==> src/rtl/io_freeze_seq.sv <==
module io_freeze_seq #(
  parameter int NUM_CH  = 3,
  parameter int CLK_MHZ = 200,
  parameter int GAP_NS  = 20
) (
  input  logic              clk,
  input  logic              rst_n,
  input  logic              freeze_req,
  input  logic              thaw_req,
  output logic [NUM_CH-1:0] slew_n,
  output logic [NUM_CH-1:0] pullup_n,
  output logic [NUM_CH-1:0] tri_n,
  output logic [NUM_CH-1:0] hold_n,
  output logic [NUM_CH-1:0] cfg_done,
  output logic [NUM_CH-1:0] frozen,
  output logic              busy,
  output logic              done
);
  localparam int GAP_RAW = (GAP_NS * CLK_MHZ + 999) / 1000;
  localparam int GAP     = (GAP_RAW < 1) ? 1 : GAP_RAW;
  localparam int CW      = $clog2(GAP + 1);
  localparam int CHW     = (NUM_CH > 1) ? $clog2(NUM_CH) : 1;

  logic           running, op_thaw, done_r;
  logic [CHW-1:0] ch;
  logic [1:0]     step;
  logic [CW-1:0]  cnt;

  logic           start, gap_end, last_step, last_ch, adv, fin, go, go_thaw;
  logic [CHW-1:0] go_ch;
  logic [1:0]     go_step;

  assign start     = !running && (freeze_req || thaw_req);
  assign gap_end   = running && (cnt == CW'(1));
  assign last_step = op_thaw ? (step == 2'd2) : (step == 2'd1);
  assign last_ch   = (ch == CHW'(NUM_CH - 1));
  assign fin       = gap_end && last_step && last_ch;
  assign adv       = gap_end && !(last_step && last_ch);
  assign go        = start || adv;
  assign go_thaw   = start ? !freeze_req : op_thaw;
  assign go_ch     = start ? '0 : (last_step ? CHW'(ch + 1'b1) : ch);
  assign go_step   = (start || last_step) ? 2'd0 : step + 2'd1;

  assign busy = running;
  assign done = done_r;

  always_ff @(posedge clk or negedge rst_n) begin
    if (!rst_n) begin
      running <= 1'b0;
      op_thaw <= 1'b0;
      done_r  <= 1'b0;
      ch      <= '0;
      step    <= 2'd0;
      cnt     <= '0;
    end else begin
      done_r <= fin;
      if (start) begin
        running <= 1'b1;
        op_thaw <= go_thaw;
      end else if (fin) begin
        running <= 1'b0;
      end
      if (go) begin
        ch   <= go_ch;
        step <= go_step;
        cnt  <= CW'(GAP);
      end else if (running && cnt > CW'(1)) begin
        cnt <= cnt - CW'(1);
      end
    end
  end

  for (genvar i = 0; i < NUM_CH; i++) begin : g_ch
    always_ff @(posedge clk or negedge rst_n) begin
      if (!rst_n) begin
        slew_n[i]   <= 1'b0;
        pullup_n[i] <= 1'b0;
        tri_n[i]    <= 1'b0;
        hold_n[i]   <= 1'b0;
        cfg_done[i] <= 1'b0;
        frozen[i]   <= 1'b1;
      end else if (go && go_ch == CHW'(i)) begin
        case ({go_thaw, go_step})
          3'b000: begin
            slew_n[i] <= 1'b0; pullup_n[i] <= 1'b0; tri_n[i] <= 1'b0;
          end
          3'b001: begin
            hold_n[i] <= 1'b0; cfg_done[i] <= 1'b0; frozen[i] <= 1'b1;
          end
          3'b100: begin
            hold_n[i] <= 1'b1; cfg_done[i] <= 1'b1;
          end
          3'b101: begin
            pullup_n[i] <= 1'b1; tri_n[i] <= 1'b1;
          end
          3'b110: begin
            slew_n[i] <= 1'b1; frozen[i] <= 1'b0;
          end
          default: ;
        endcase
      end
    end

    AST_FREEZE_ORDER: assert property (@(posedge clk) disable iff (!rst_n)
      $fell(hold_n[i]) |-> (!slew_n[i] && !pullup_n[i] && !tri_n[i]));
    AST_SLEW_LAST: assert property (@(posedge clk) disable iff (!rst_n)
      $rose(slew_n[i]) |-> (hold_n[i] && cfg_done[i] && pullup_n[i] && tri_n[i] && !frozen[i]));
    AST_THAWED_STATUS: assert property (@(posedge clk) disable iff (!rst_n)
      !frozen[i] |-> (hold_n[i] && cfg_done[i]));
  end

  logic [5*NUM_CH-1:0] pads, pads_q;
  logic [NUM_CH-1:0]   chg;
  logic [CW-1:0]       since;

  assign pads = {slew_n, pullup_n, tri_n, hold_n, cfg_done};
  for (genvar i = 0; i < NUM_CH; i++) begin : g_chg
    assign chg[i] = (pads[i] ^ pads_q[i]) | (pads[NUM_CH+i] ^ pads_q[NUM_CH+i]) |
                    (pads[2*NUM_CH+i] ^ pads_q[2*NUM_CH+i]) |
                    (pads[3*NUM_CH+i] ^ pads_q[3*NUM_CH+i]) |
                    (pads[4*NUM_CH+i] ^ pads_q[4*NUM_CH+i]);
  end

  always_ff @(posedge clk or negedge rst_n) begin
    if (!rst_n) begin
      pads_q <= '0;
      since  <= CW'(GAP);
    end else begin
      pads_q <= pads;
      if (|chg)               since <= CW'(1);
      else if (since < CW'(GAP)) since <= since + CW'(1);
    end
  end

  AST_ONE_CHANNEL: assert property (@(posedge clk) disable iff (!rst_n)
    $onehot0(chg));
  AST_MIN_GAP: assert property (@(posedge clk) disable iff (!rst_n)
    (|chg) |-> (since >= CW'(GAP)));
  AST_DONE_IDLE: assert property (@(posedge clk) disable iff (!rst_n)
    done |-> (!busy && $past(busy)));
endmodule

==> config.mk <==
export PLATFORM = sky130hd
export DESIGN_NAME = io_freeze_seq
export DESIGN_NICKNAME = d
export VERILOG_FILES = /design/src/rtl/io_freeze_seq.sv
export SDC_FILE = /design/constraint.sdc
export NUM_CORES = 1
export LEC_CHECK = 0
export ABC_AREA = 1
export BUFFER_PORTS_ARGS = -buffer_cell sky130_fd_sc_hd__buf_2
export CAP_MARGIN = 0
export CORE_ASPECT_RATIO = 2
export CORE_MARGIN = 4
export CORE_UTILIZATION = 40
export CTS_BUF_LIST = sky130_fd_sc_hd__clkbuf_4
export CTS_CLUSTER_SIZE = 24
export DETAILED_ROUTE_END_ITERATION = 6
export SLEW_MARGIN = 20
export SYNTH_ARGS = -nofsm -noshare
export SYNTH_HDL_FRONTEND = slang
export SYNTH_SLANG_ARGS = --single-unit
==> constraint.sdc <==
create_clock -name clk -period 5 [get_ports clk]
set_clock_uncertainty 0.2 [all_clocks]
set_input_delay 0.5 -clock clk [delete_from_list [all_inputs] [get_ports clk]]
set_output_delay 0.5 -clock clk [all_outputs]
set_load 0.005 [all_outputs]
==> flow_summary.html, run 1 <==
<table>
<tr><th>Metric</th><th>Value</th></tr>
<tr><th colspan="2">Status</th></tr>
<tr><td>Result of the run</td><td>completed</td></tr>
<tr><th colspan="2">Floorplan</th></tr>
<tr><td>Row cnt</td><td>28</td></tr>
<tr><td>Area of the core</td><td>3010 um2</td></tr>
<tr><td>Effective utilization at floorplan</td><td>42.3%</td></tr>
<tr><td>Area of the die</td><td>4210 um2</td></tr>
<tr><td>Num ports</td><td>24</td></tr>
<tr><td>Vertical die dimension</td><td>87.8 um</td></tr>
<tr><td>Die width</td><td>47.9 um</td></tr>
<tr><th colspan="2">Clock tree</th></tr>
<tr><td>Clock H-tree levels</td><td>1</td></tr>
<tr><td>TritonCTS clock tree</td><td>done</td></tr>
<tr><td>Clk_lat worst skew</td><td>0.32 ns</td></tr>
<tr><td>Maximum number of buffers from clock root to sink</td><td>2</td></tr>
<tr><td>Number of buffers created by CTS</td><td>3</td></tr>
<tr><td>Clock Root Buffer</td><td>clkbuf_4</td></tr>
<tr><td>Post-CTS Repair Setup Buffers</td><td>0</td></tr>
<tr><td>Post-cts sizing count</td><td>0</td></tr>
<tr><td>Sinks on the clock net</td><td>22</td></tr>
<tr><td>Worst-path clk slew</td><td>0.12 ns</td></tr>
<tr><th colspan="2">Global route</th></tr>
<tr><td>Pin count of the biggest net entering global routing</td><td>23</td></tr>
<tr><td>Wire length of the first global-routing pass</td><td>4.14 mm</td></tr>
<tr><td>Total grt overflow</td><td>0</td></tr>
<tr><td>Number of antenna violations at the first check in global routing</td><td>0</td></tr>
<tr><td>Number of global-route vias before repair</td><td>971</td></tr>
<tr><td>GRT Util Overall</td><td>13.6%</td></tr>
<tr><th colspan="2">STA</th></tr>
<tr><td>Maximum clock rate</td><td>567 MHz</td></tr>
<tr><td>Setup repair after global routing missed its margin</td><td>no</td></tr>
<tr><td>Number of hold-slack violations in the final timing report</td><td>0</td></tr>
<tr><td>Min Clock Period, post-route</td><td>1.76 ns</td></tr>
<tr><td>Slew margin rel.</td><td>67.7%</td></tr>
<tr><td>Ratio of final minimum period to clock period</td><td>35.3%</td></tr>
<tr><td>Summed negative setup slack over all endpoints</td><td>0 ns</td></tr>
<tr><td>Endpoints failing setup</td><td>0</td></tr>
<tr><td>Slew at the pin with the worst max-slew slack</td><td>0.484 ns</td></tr>
<tr><td>Total count of max-transition violations in the final report</td><td>0</td></tr>
<tr><th colspan="2">Detailed routing</th></tr>
<tr><td>Antenna violation net count after detailed routing</td><td>0</td></tr>
<tr><td>Initial DRT Pass Iterations</td><td>4</td></tr>
<tr><td>Met3 Routed Length</td><td>106 um</td></tr>
<tr><td>Final wirelength</td><td>2.44 mm</td></tr>
<tr><td># DRC</td><td>0</td></tr>
<tr><td>Routed metal-1 wirelength</td><td>900 um</td></tr>
<tr><td>Routed wire per std cell</td><td>12.1 um</td></tr>
<tr><td>Uppermost layer routed</td><td>met4</td></tr>
<tr><td>Met2 routed WL</td><td>1.34 mm</td></tr>
<tr><td>Routed via count divided by cell count</td><td>5.06</td></tr>
<tr><td>Count of routing violations after the opening detailed-route iteration</td><td>19</td></tr>
<tr><td>Detailed-route via count</td><td>1018</td></tr>
<tr><th colspan="2">Synthesis</th></tr>
<tr><td>Biggest area contributors in the synthesized netlist</td><td>dfrtp_1, nand2_1, dfstp_2, nand2_2, buf_4</td></tr>
<tr><td>Cell area after synthesis</td><td>1270 um2</td></tr>
<tr><td>Cell variety after synth</td><td>25</td></tr>
<tr><td>Yosys reg bits</td><td>22</td></tr>
<tr><td>Biggest area consumer among synthesized cells</td><td>dfrtp_1</td></tr>
<tr><td>Syn Inst Count</td><td>149</td></tr>
<tr><td>Count of warnings emitted by yosys</td><td>0</td></tr>
<tr><td>Share of the synthesized area in the top cell type</td><td>37.3%</td></tr>
<tr><td>Syn_nets</td><td>156</td></tr>
<tr><td>Sequential-to-total area share from yosys stat</td><td>43.5%</td></tr>
<tr><td>Mean cell area of the mapped netlist</td><td>8.55 um2</td></tr>
<tr><th colspan="2">Critical path</th></tr>
<tr><td>Number of buffer and inverter instances along the worst setup path</td><td>1</td></tr>
<tr><td>Worst path top cell family by delay</td><td>simple AND/OR/NAND/NOR gates</td></tr>
<tr><td>Type of the worst setup path</td><td>reg2reg</td></tr>
<tr><td>Cell-by-cell listing of the critical path</td><td>inv_1 &gt; ha_1 &gt; nand2_1 &gt; nor2_1 &gt; nand2_4 &gt; nand2_8 &gt; nand2_4 &gt; nor2_4 &gt; nand2_1 &gt; nand2_1 &gt; nand2_1</td></tr>
<tr><td>Slowest stage cell, crit path</td><td>dfrtp_1</td></tr>
<tr><td>Data arrival time of the worst path</td><td>1.79 ns</td></tr>
<tr><td>Most repeated library cell on the critical path</td><td>nand2_1</td></tr>
<tr><td>Reg2reg setup slack</td><td>3.24 ns</td></tr>
<tr><td>Capturing point of the worst reg2reg path</td><td>cfg_done[2]$_DFFE_PN0P_</td></tr>
<tr><td>Critical Path Source Type</td><td>flip-flop</td></tr>
<tr><td>Critical path data required time</td><td>5.02 ns</td></tr>
<tr><td>Largest stage delay on the critical path</td><td>0.41 ns</td></tr>
<tr><td>Worst-case reg-to-reg path depth</td><td>11</td></tr>
<tr><td>Launch point of the worst path</td><td>cnt[1]$_DFFE_PN0P_</td></tr>
<tr><td>Critical R2R Launch</td><td>cnt[1]$_DFFE_PN0P_</td></tr>
<tr><td>Count of cell instances traversed by the critical path</td><td>11</td></tr>
<tr><td>Worst setup path endpoint</td><td>cfg_done[2]$_DFFE_PN0P_</td></tr>
<tr><td>Largest fanout on the critical path</td><td>7</td></tr>
<tr><td>Kind of end point of the critical path</td><td>flip-flop</td></tr>
<tr><th colspan="2">Finish</th></tr>
<tr><td>Fraction of layout instances using a drive strength above 1</td><td>33.9%</td></tr>
<tr><td>Total Nets Final</td><td>179</td></tr>
<tr><td>Fin cells</td><td>201</td></tr>
<tr><td>Commonest non-fill, non-tap cell in the layout</td><td>nand2_1</td></tr>
<tr><td>Commonest cells after routing, fill and taps aside</td><td>nand2_1, buf_2, dfrtp_1</td></tr>
<tr><td>Antenna diode count</td><td>0</td></tr>
<tr><td>Synth-to-Final Area Change</td><td>13.4%</td></tr>
<tr><th colspan="2">Run</th></tr>
<tr><td>Total of max-cap violations</td><td>0</td></tr>
<tr><th colspan="2">Place</th></tr>
<tr><td>Placed Instances</td><td>196</td></tr>
<tr><td>Number of I/O port buffers</td><td>23</td></tr>
<tr><td>GPL Wtd Cong</td><td>0.889</td></tr>
<tr><td>Hpwl dp</td><td>1.96 mm</td></tr>
<tr><th colspan="2">Power</th></tr>
<tr><td>Power per unit of standard cell area</td><td>665 nW/um2</td></tr>
<tr><td>Worst supply voltage drop on vdd</td><td>0.303 mV</td></tr>
<tr><td>Cell leakage power</td><td>0.738 nW</td></tr>
<tr><th colspan="2">Min path</th></tr>
<tr><td>Startpoint of the lowest-slack hold path</td><td>frozen[1]$_DFFE_PN1P_</td></tr>
<tr><td>Worst min-delay path category</td><td>reg2reg</td></tr>
</table>
worst min path at each step:
stage | end | depth (start not counted) | slack (ns)
global placement | frozen[0]$_DFFE_PN1P_ | 2 | 0.25
detailed placement | frozen[1]$_DFFE_PN1P_ | 2 | 0.25
floorplan | busy$_DFFE_PN0P_ | 0 | 0.004
global route | frozen[0]$_DFFE_PN1P_ | 2 | 0.28
finish | frozen[1]$_DFFE_PN1P_ | 2 | 0.27
CTS | frozen[1]$_DFFE_PN1P_ | 2 | 0.27
synthesized netlist by cell type:
cell	count
nor2_1	7
inv_4	1
buf_4	6
nand3_4	1
o21ai_0	4
nand3_2	3
nor3_1	2
nand2_2	8
o21a_1	2
dfstp_2	3
inv_2	3
a21oi_2	1
ha_1	3
dfrtp_1	19
nand2_4	4
nor2_8	2
nand3_1	8
nor2_2	2
o31ai_1	1
nand4_2	1
nand2_1	55
inv_1	10
nor2_4	1
xor2_1	1
nand2_8	1
metal layers:
metal,vias up,track usage (%)
li1,504,-
met1,477,14.8
met2,29,22.3
met3,8,1.85
met4,0,10.0
met5,-,0
kinds of logic (layout without fill, tap and decap cells):
family,count (synthesis),in the layout,share of synthesized area (%)
AND/OR/NAND/NOR,95,95,41.0
AO/OA/AOI/OAI,8,8,4.03
flip-flops,22,22,43.5
adder cells (fa/ha/maj),3,3,2.95
buffers and inverters,20,42,7.86
XOR/XNOR,1,1,0.688
cell type report:
cell class | instances | area (um2)
Fill cell | 297 | 1570
Clock buffer | 3 | 22.5
Clock inverter | 1 | 30.0
Multi-Input combinational cell | 107 | 619
Timing Repair Buffer | 24 | 125
Tap cell | 30 | 37.5
Inverter | 14 | 55.1
Sequential cell | 22 | 554
sequential cells by signal (all words and copies together) (netlist names):
signal	flops
cfg_done	3
cnt	3
frozen	3
slew_n	3
tri_n	3
ch	2
step	2
busy	1
done	1
op_thaw	1
report_power, final:
group | internal [mW] | total [mW] | switching (mW)
Combinational | 0.181 | 0.504 | 0.323
Clock | 0.0811 | 0.141 | 0.0594
Sequential | 0.259 | 0.315 | 0.0559
through the flow:
| stage | hold slack, ns | setup slack, ns | cell area, um2 | total power [mW] | utilization [%] |
|---|---|---|---|---|---|
| after floorplan | 0.00441 | 3.35 | 1270 | 0.714 | - |
| after global placement | 0.252 | 3.04 | 1380 | 0.817 | 45.8 |
| after detailed placement | 0.252 | 3.01 | 1380 | 0.832 | 45.8 |
| after CTS | 0.271 | 3.21 | 1440 | 0.975 | 47.9 |
| after global routing | 0.284 | 3.06 | 1440 | 1.06 | 47.9 |
| final | 0.270 | 3.24 | 1440 | 0.960 | 47.9 |
worst min-delay path, cell delays in order, from the launching register on:
cell and delay [ns]:
dfstp_2 0.39, nand2_1 0.05, nand2_1 0.04
what timing repair did:
| item | in CTS | in global routing |
|---|---|---|
| setup endpoints to repair | 0 | 0 |
| hold endpoints to repair | 19 | 0 |
| hold buffers | 1 | 0 |
Power figures use the tool's default switching activity.
==> inputs of run 2 (changes only) <==
--- a/config.mk
+++ b/config.mk
@@ -5,7 +5,7 @@
 export SDC_FILE = /design/constraint.sdc
 export NUM_CORES = 1
 export LEC_CHECK = 0
-export ABC_AREA = 1
+export ABC_AREA = 0
 export BUFFER_PORTS_ARGS = -buffer_cell sky130_fd_sc_hd__buf_2
 export CAP_MARGIN = 0
 export CORE_ASPECT_RATIO = 2
==> constraint.sdc (replaced) <==
create_clock -name clk -period 1.4 [get_ports clk]
set_clock_uncertainty 0.2 [all_clocks]
set_input_delay 0.14 -clock clk [delete_from_list [all_inputs] [get_ports clk]]
set_output_delay 0.14 -clock clk [all_outputs]
set_load 0.005 [all_outputs]
==> flow_summary.html, run 2 <==
<table>
<tr><th>Metric</th><th>Value</th></tr>
<tr><th colspan="2">Status</th></tr>
<tr><td>Result of the run</td><td>finished, violations left</td></tr>
<tr><td>Failing checks</td><td>setup timing</td></tr>
<tr><th colspan="2">Run</th></tr>
<tr><td>Total of max-cap violations</td><td>0</td></tr>
<tr><th colspan="2">Critical path</th></tr>
<tr><td>Data arrival time of the worst path</td><td>2.05 ns</td></tr>
<tr><td>Kind of end point of the critical path</td><td>flip-flop</td></tr>
<tr><td>Worst setup path endpoint</td><td>cfg_done[0]$_DFFE_PN0P_</td></tr>
<tr><td>Largest fanout on the critical path</td><td>5</td></tr>
<tr><td>Reg2reg setup slack</td><td>-0.60 ns</td></tr>
<tr><td>Critical R2R Launch</td><td>step[0]$_DFFE_PN0P_</td></tr>
<tr><td>Capturing point of the worst reg2reg path</td><td>cfg_done[0]$_DFFE_PN0P_</td></tr>
<tr><td>Critical Path Source Type</td><td>flip-flop</td></tr>
<tr><td>Critical path data required time</td><td>1.45 ns</td></tr>
<tr><td>Launch point of the worst path</td><td>step[0]$_DFFE_PN0P_</td></tr>
<tr><td>Type of the worst setup path</td><td>reg2reg</td></tr>
<tr><td>Worst-case reg-to-reg path depth</td><td>4</td></tr>
<tr><th colspan="2">Clock tree</th></tr>
<tr><td>Number of buffers created by CTS</td><td>3</td></tr>
<tr><td>Maximum number of buffers from clock root to sink</td><td>2</td></tr>
<tr><td>Clk_lat worst skew</td><td>0.32 ns</td></tr>
<tr><td>TritonCTS clock tree</td><td>done</td></tr>
<tr><td>Worst-path clk slew</td><td>0.13 ns</td></tr>
<tr><td>Clock H-tree levels</td><td>1</td></tr>
<tr><td>Clock Root Buffer</td><td>clkbuf_4</td></tr>
<tr><td>Sinks on the clock net</td><td>22</td></tr>
<tr><th colspan="2">Floorplan</th></tr>
<tr><td>Row cnt</td><td>29</td></tr>
<tr><td>Area of the die</td><td>4380 um2</td></tr>
<tr><td>Effective utilization at floorplan</td><td>41.8%</td></tr>
<tr><td>Num ports</td><td>24</td></tr>
<tr><td>Vertical die dimension</td><td>89.7 um</td></tr>
<tr><td>Die width</td><td>48.9 um</td></tr>
<tr><td>Area of the core</td><td>3190 um2</td></tr>
<tr><th colspan="2">Synthesis</th></tr>
<tr><td>Share of the synthesized area in the top cell type</td><td>35.6%</td></tr>
<tr><td>Synth top cells by count</td><td>dfrtp_1, inv_1, o21ai_0</td></tr>
<tr><td>Biggest area consumer among synthesized cells</td><td>dfrtp_1</td></tr>
<tr><td>Cell variety after synth</td><td>46</td></tr>
<tr><td>Mean cell area of the mapped netlist</td><td>9.82 um2</td></tr>
<tr><td>Yosys reg bits</td><td>22</td></tr>
<tr><td>Ys flop type</td><td>dfrtp_1</td></tr>
<tr><td>Syn_nets</td><td>143</td></tr>
<tr><td>Count leader, synth</td><td>dfrtp_1</td></tr>
<tr><td>Cell area after synthesis</td><td>1340 um2</td></tr>
<tr><td>Syn Inst Count</td><td>136</td></tr>
<tr><td>Sequential-to-total area share from yosys stat</td><td>41.5%</td></tr>
<tr><td>Number of enable-type register cells in the synthesized netlist</td><td>0</td></tr>
<tr><td>Count of warnings emitted by yosys</td><td>0</td></tr>
<tr><td>Biggest area contributors in the synthesized netlist</td><td>dfrtp_1, dfstp_2, o21ai_0, a2111oi_4, inv_1</td></tr>
<tr><td>Share of flip-flops with an asynchronous set or reset after synthesis</td><td>100%</td></tr>
<tr><th colspan="2">STA</th></tr>
<tr><td>Number of hold-slack violations in the final timing report</td><td>0</td></tr>
<tr><td>Slew at the pin with the worst max-slew slack</td><td>0.506 ns</td></tr>
<tr><td>Setup repair after global routing missed its margin</td><td>yes</td></tr>
<tr><td>Total count of max-transition violations in the final report</td><td>0</td></tr>
<tr><td>Endpoints failing setup</td><td>21</td></tr>
<tr><td>Ratio of final minimum period to clock period</td><td>143%</td></tr>
<tr><td>Fin Hold WS</td><td>0.0476 ns</td></tr>
<tr><td>Min Clock Period, post-route</td><td>2.00 ns</td></tr>
<tr><td>Minimum setup slack in the final design</td><td>-0.598 ns</td></tr>
<tr><td>Maximum clock rate</td><td>500 MHz</td></tr>
<tr><td>Slew margin rel.</td><td>66.2%</td></tr>
<tr><th colspan="2">Finish</th></tr>
<tr><td>Commonest non-fill, non-tap cell in the layout</td><td>buf_4</td></tr>
<tr><td>Antenna diode count</td><td>0</td></tr>
<tr><td>Fraction of layout instances using a drive strength above 1</td><td>54.5%</td></tr>
<tr><td>Fraction of the core area covered by cells at the end of the flow</td><td>60.3%</td></tr>
<tr><td>Area of combinational cells with multiple inputs</td><td>791 um2</td></tr>
<tr><td>Total Nets Final</td><td>199</td></tr>
<tr><td>Sequential standard cell area</td><td>556 um2</td></tr>
<tr><td>Post-route standard cell area excluding fillers</td><td>1930 um2</td></tr>
<tr><td># fillers</td><td>267</td></tr>
<tr><td>Commonest cells after routing, fill and taps aside</td><td>buf_4, buf_2, dfrtp_1</td></tr>
<tr><td>Synth-to-Final Area Change</td><td>44.2%</td></tr>
<tr><th colspan="2">Place</th></tr>
<tr><td>Placement Setup Slack</td><td>-0.630 ns</td></tr>
<tr><td>Hpwl dp</td><td>2.78 mm</td></tr>
<tr><td>GPL Wtd Cong</td><td>0.869</td></tr>
<tr><td>Number of I/O port buffers</td><td>23</td></tr>
<tr><td>Placement-stage cell area</td><td>1660 um2</td></tr>
<tr><th colspan="2">Detailed routing</th></tr>
<tr><td>Count of routing violations after the opening detailed-route iteration</td><td>28</td></tr>
<tr><td>Final wirelength</td><td>3.87 mm</td></tr>
<tr><td>Routed via count divided by cell count</td><td>5.65</td></tr>
<tr><td># DRC</td><td>0</td></tr>
<tr><td>Detailed-route via count</td><td>1255</td></tr>
<tr><td>Routed wire per std cell</td><td>17.4 um</td></tr>
<tr><td>Initial DRT Pass Iterations</td><td>4</td></tr>
<tr><td>Antenna violation net count after detailed routing</td><td>0</td></tr>
<tr><th colspan="2">Power</th></tr>
<tr><td>Power per unit of standard cell area</td><td>2130 nW/um2</td></tr>
<tr><td>Worst supply voltage drop on vdd</td><td>1.38 mV</td></tr>
<tr><td>Cell leakage power</td><td>0.882 nW</td></tr>
<tr><th colspan="2">Global route</th></tr>
<tr><td>Total grt overflow</td><td>0</td></tr>
<tr><td>Number of antenna violations at the first check in global routing</td><td>0</td></tr>
<tr><td>GRT Util Overall</td><td>17.1%</td></tr>
<tr><td>Wire length of the first global-routing pass</td><td>5.84 mm</td></tr>
<tr><td>Number of global-route vias before repair</td><td>1238</td></tr>
<tr><td>Pin count of the biggest net entering global routing</td><td>23</td></tr>
<tr><th colspan="2">Min path</th></tr>
<tr><td>Worst min-delay path category</td><td>in2reg</td></tr>
</table>
[run 2: worst min-delay path by stage]
| stage | slack, ns | depth (start not counted) | startpoint | end |
|---|---|---|---|---|
| 2_1_floorplan | -0.36 | 0 | rst_n | busy$_DFFE_PN0P_ |
| 3_5_place_dp | -0.06 | 1 | rst_n | cfg_done[1]$_DFFE_PN0P_ |
| 4_1_cts | 0.06 | 4 | thaw_req | op_thaw$_DFFE_PN0P_ |
| 6_report | 0.05 | 4 | thaw_req | op_thaw$_DFFE_PN0P_ |
| 5_1_grt | 0.04 | 4 | thaw_req | op_thaw$_DFFE_PN0P_ |
| 3_3_place_gp | -0.07 | 1 | rst_n | cfg_done[1]$_DFFE_PN0P_ |
[run 2: layer usage]
metal | part of all wire [%] | wire (um) | vias to the layer above | GRT usage (%)
met5 | 0 | 0 | - | 0
met4 | 7.3 | 283 | 0 | 12.8
met3 | 2.8 | 108 | 20 | 2.15
met2 | 56 | 2150 | 37 | 31.6
met1 | 34 | 1330 | 614 | 16.0
li1 | - | - | 584 | -
[run 2: report_power, final]
part	internal (mW)	switching, mW
clock	0.105	0.209
sequential	0.904	0.179
combinational	1.35	1.35
total	2.36	1.74
[run 2: kinds of logic after synthesis]
group / after synthesis / share of synthesized area (%)
AOI/OAI and AO/OA: 41 / 24.4
and+or+nand+nor: 40 / 17.2
xor gates and xnor gates: 2 / 1.31
adders and majority gates: 3 / 2.81
buffers and inverters: 26 / 11.2
muxes: 2 / 1.50
DFF: 22 / 41.5
[run 2: repair_timing]
item,4_1_cts,5_1_grt
hold buffers,1,0
buffers inserted,2,3
resized for setup,12,33
endpoints found under the setup margin,21,22
pin swaps,4,9
endpoints found under the hold margin,22,0
[run 2: stage by stage]
| stage | cells | total power, mW | setup TNS [ns] |
|---|---|---|---|
| after floorplan | 136 | 2.39 | -8.69 |
| after global placement | 212 | 3.13 | -9.97 |
| after detailed placement | 212 | 3.20 | -10.39 |
| after CTS | 219 | 3.68 | -9.80 |
| after global routing | 222 | 4.39 | -11.36 |
| final | 222 | 4.10 | -9.91 |
[run 2: critical path: stages, from the launching register on]
cell and delay [ns]:
dfrtp_1 0.43, or3b_4 0.47, a2111o_1 0.46, and2_4 0.19, a211oi_2 0.18
[run 2: area by class of cell]
| cell class | instances | area share, % |
|---|---|---|
| multi-input cells | 88 | 41.1 |
| flip-flops and latches | 22 | 28.8 |
| repair buffers | 63 | 24.0 |
| inverters | 14 | 2.73 |
| well taps | 31 | 2.01 |
| clock buffers | 3 | 1.17 |
| clock inverters | 1 | 0.195 |
